==> src/rtl/ipi_cmd_unit.sv <==
module ipi_cmd_unit #(
  parameter int ADDR_W    = 8,
  parameter int LO_OFFSET = 'h300,
  parameter int HI_OFFSET = 'h310
) (
  input  logic              clk,
  input  logic              rst_n,
  input  logic              reg_wr_en,
  input  logic [ADDR_W-1:0] reg_addr,
  input  logic [31:0]       reg_wdata,
  output logic [31:0]       reg_rdata,
  output logic              msg_valid,
  input  logic              msg_ready,
  output logic [7:0]        msg_dest,
  output logic [7:0]        msg_vector,
  output logic [2:0]        msg_mode,
  output logic              msg_level_trig,
  output logic              msg_assert,
  output logic [1:0]        msg_shorthand
);
  localparam logic [ADDR_W-1:0] LO_IDX = ADDR_W'(LO_OFFSET >> 2);
  localparam logic [ADDR_W-1:0] HI_IDX = ADDR_W'(HI_OFFSET >> 2);
  localparam logic [1:0]        SH_ALL = 2'b10;

  logic [7:0] hi_dest, dest_q, vec_q;
  logic [2:0] mode_q;
  logic       lvl_q, asrt_q, busy;
  logic [1:0] sh_q;

  wire lo_wr = reg_wr_en && (reg_addr == LO_IDX);
  wire hi_wr = reg_wr_en && (reg_addr == HI_IDX);

  always_ff @(posedge clk) begin
    if (!rst_n) begin
      hi_dest <= '0;
      dest_q  <= '0;
      vec_q   <= '0;
      mode_q  <= '0;
      lvl_q   <= 1'b0;
      asrt_q  <= 1'b0;
      sh_q    <= '0;
      busy    <= 1'b0;
    end else begin
      if (hi_wr) hi_dest <= reg_wdata[31:24];
      if (lo_wr && !busy) begin
        vec_q  <= reg_wdata[7:0];
        mode_q <= reg_wdata[10:8];
        asrt_q <= reg_wdata[14];
        lvl_q  <= reg_wdata[15];
        sh_q   <= reg_wdata[19:18];
        dest_q <= hi_dest;
        busy   <= 1'b1;
      end else if (busy && msg_ready) begin
        busy <= 1'b0;
      end
    end
  end

  always_comb begin
    reg_rdata = '0;
    if (reg_addr == LO_IDX) begin
      reg_rdata[7:0]   = vec_q;
      reg_rdata[10:8]  = mode_q;
      reg_rdata[12]    = busy;
      reg_rdata[14]    = asrt_q;
      reg_rdata[15]    = lvl_q;
      reg_rdata[19:18] = sh_q;
    end else if (reg_addr == HI_IDX) begin
      reg_rdata[31:24] = hi_dest;
    end
  end

  assign msg_valid      = busy;
  assign msg_dest       = (sh_q == SH_ALL) ? 8'hFF : dest_q;
  assign msg_vector     = vec_q;
  assign msg_mode       = mode_q;
  assign msg_level_trig = lvl_q;
  assign msg_assert     = asrt_q;
  assign msg_shorthand  = sh_q;
endmodule

==> config.mk <==
export PLATFORM = sky130hd
export DESIGN_NAME = ipi_cmd_unit
export DESIGN_NICKNAME = d
export VERILOG_FILES = /design/src/rtl/ipi_cmd_unit.sv
export SDC_FILE = /design/constraint.sdc
export NUM_CORES = 1
export LEC_CHECK = 0
export BUFFER_PORTS_ARGS = -buffer_cell sky130_fd_sc_hd__buf_2
export CAP_MARGIN = 30
export CORE_MARGIN = 2
export CORE_UTILIZATION = 48
export CTS_BUF_LIST = sky130_fd_sc_hd__clkbuf_4
export CTS_CLUSTER_DIAMETER = 80
export CTS_CLUSTER_SIZE = 28
export DETAILED_ROUTE_END_ITERATION = 10
export PLACE_DENSITY = 0.95
export SLEW_MARGIN = 10
export SYNTH_ARGS = -nofsm -noshare
export SYNTH_HDL_FRONTEND = slang
export SYNTH_SLANG_ARGS = --single-unit
==> constraint.sdc <==
create_clock -name clk -period 5.14 [get_ports clk]
set_input_delay 1.285 -clock clk [delete_from_list [all_inputs] [get_ports clk]]
set_output_delay 1.285 -clock clk [all_outputs]
set_load 0.03 [all_outputs]
==> out/metrics.csv <==
stage;metric;value;unit
run_status;result_of_the_run;completed;
global_route;vias_in_the_first_global_route;1320;
drt;viasPerCell;4.55;
yosys;synth_edf_count;0;
yosys;syn_avg_cell_area;9.02;µm²
clocking;clock_latency;0.34;ns
yosys;synthDistinctLibCells;21;
power;leakagePower;1.24;nW
power;vdd_drop_max;216;µV
sta;max_clock_freq;261;MHz
clocking;tritoncts;yes;
yosys;synthArstFlopShare;0;%
min_path;whs_path_depth;2;
place;place_congestion;0.728;
global_route;antenna_found_initial;0;
clocking;cts-htree-levels;2;
yosys;synth.yosys.seq_area_share;39.5;%
power;cellInternalPower;0.315;mW
floorplanning;die_height;62.1;µm
flow_run;max-cap-violations;0;
finish;layout.filler_cells;297;
sta;report.final.hold_viol_count;0;
yosys;synthCells;180;
yosys;synth_area;1620;µm²
power;clock_power_share;34.2;%
yosys;synth.top_cells.by_area;dfxtp_1, mux2i_1, nand2_1, and2_1, nand2b_1;
yosys;synth_area_leader_cell;dfxtp_1;
power;p_comb_share;7.9;%
setup_path;worstSetupStartpointType;primary input;
yosys;yosys.cell_count.top_type;nand2_1;
power;netSwitchingPower;0.114;mW
setup_path;worstSetupStartpoint;reg_addr[1];
yosys;yosys_most_used_dff;dfxtp_1;
clocking;cts_setup_buffers;0;
clocking;postCtsResizedCells;0;
setup_path;crit_path_max_fanout;16;
drt;detailroute.via_count;1396;
power;power;0.429;mW
sta;timing.setup.tns;0;ns
sta;slew_headroom;43.1;%
setup_path;critPathKind;primary input to output port;
place;port_buffers;82;
drt;antenna_violating_nets_post_route;0;
setup_path;worst_r2r_startpoint;msg_valid;
floorplanning;num_io_pins;100;
global_route;gr-usage-met1;21.3;%
global_route;globalRoute.busiestLayer;met2;
place;hpwl;2430;µm
floorplanning;design.die.area;3860;µm²
sta;report.final.slew_viol_count;0;
setup_path;r2r_cells;3;
clocking;cts_root_buffer;clkbuf_4;
global_route;globalRoute.totalOverflow;0;
global_route;gr-usage-met3;6.16;%
yosys;yosys_warnings;0;
drt;drt_iter0_drc;46;
sta;final.setup_skew;0.0162;ns
finish;antenna-diode-count;0;
floorplanning;initial_utilization;49.4;%
drt;detail_route.first_pass.iterations;4;
sta;fin_ws;1.30;ns
sta;finalSetupViolCount;0;
clocking;maximum_number_of_buffers_from_clock_root_to_sink;2;
sta;timing.final.crit_share;74.7;%
drt;routed_wirelength;3240;µm
global_route;grt_start_max_net_pins;56;
sta;rsz0062_at_grt;no;
clocking;clock_sink_count;32;
yosys;area_share_of_the_leading_cell_type_in_the_synthesized_netlist;39.5;%
yosys;leading_post_synthesis_cells_by_instance_count;nand2_1, dfxtp_1, mux2i_1;
yosys;synth.ff_latch_count;32;
global_route;grt_pass1_wl;5560;µm
sta;tightest_pin_transition;0.853;ns
power;swShare;26.6;%
clocking;hold_buffer_count_at_cts;0;
setup_path;worst_setup_end_kind;output port;
sta;period_minus_slack;3.84;ns
clocking;cts-buffers-inserted;5;
floorplanning;core;3280;µm²
finish;multi_input_combinational_cell_area;821;µm²
place;dp_worst_setup_slack;1.29;ns
setup_path;critical_path_arrival;2.55;ns
min_path;hold_path_class;register to register;
floorplanning;die_w;62.1;µm
setup_path;critPathRequiredTime;3.86;ns
global_route;use_met2;30.4;%
min_path;timing.hold.worst.start;dest_q[6];
clocking;clk_transition_reported_paths;0.10;ns
finish;areaGrowthSynthToFinish;23.9;%
finish;final_net_count;304;
finish;drive_gt1_share;35.6;%
finish;register_area;641;µm²
power;p_per_area;213;nW/µm²
global_route;global_route.usage.total;18.0;%
floorplanning;rows;21;
power;share_seq_of_total_power;57.8;%
drt;drc;0;
drt;route.detailed.wl_per_inst;10.6;µm
## layout by cell type (no fill, tap or decap), types with 5 or more instances in the layout
cell type,Yosys,final
conb_1,1,8
nand2_1,54,54
mux2i_1,31,31
and2_1,24,24
buf_2,0,82
clkbuf_4,0,5
dfxtp_1,32,32
nand2b_1,10,10
## registers in the layout, indices dropped and copies added (netlist names)
register / flops
msg_shorthand: 2
msg_level_trig: 1
dest_q: 8
msg_assert: 1
msg_mode: 3
msg_vector: 8
msg_valid: 1
hi_dest: 8
## final timing paths
check / to / slack, ns
worst max-delay path: reg_rdata[15] / 1.30
worst min-delay path: dest_q[6] / 0.46
worst max register to register: dest_q[1] / 3.32
worst min register to register: dest_q[6] / 0.46
## worst max-delay path, cell delays in order
cell    delay, ns
buf_2        0.10
or4_1        0.53
nor2_1       0.10
buf_4        0.20
and2_1       0.14
buf_2        0.19
## kinds of logic (layout without fill, tap and decap cells)
logic type	Yosys count	in the layout	share of synthesized area, %
AO/OA/AOI/OAI	1	1	0.463
buffers and inverters	19	93	11.6
flip-flops	32	32	39.5
multiplexers	31	31	19.1
other	1	8	0.231
AND/OR/NAND/NOR	96	96	29.1
## per-layer routing
metal	vias to the layer above	share of wire, %
met5	-	0
met4	0	1.3
met3	4	6.5
met2	56	49
met1	615	43
li1	721	-
## per-stage QoR
step | cells | instance area [µm²] | hold slack, ns | utilization [%]
final | 307 | 2010 | 0.461 | 61.2
after global routing | 307 | 2010 | 0.484 | 61.2
after CTS | 307 | 2010 | 0.463 | 61.2
after detailed placement | 299 | 1950 | 0.448 | 59.4
after global placement | 299 | 1950 | 0.440 | 59.4
after floorplan | 187 | 1650 | 0.433 | -
## power by group through the flow
stage	registers [mW]	logic, mW	clock network (mW)
floorplan	0.254	0.0276	0
global placement	0.254	0.0338	0
detailed placement	0.254	0.0343	0
CTS	0.248	0.0344	0.154
global route	0.248	0.0384	0.166
finish	0.248	0.0341	0.147
## final cells by class
class / count / area share [%]
flip-flops and latches: 32 / 31.9
inverters: 1 / 0.249
repair buffers: 84 / 21.2
multi-input cells: 136 / 40.8
clock inverters: 3 / 1.18
clock buffers: 5 / 1.87
well taps: 46 / 2.86
(Power assumes the default switching activity.)
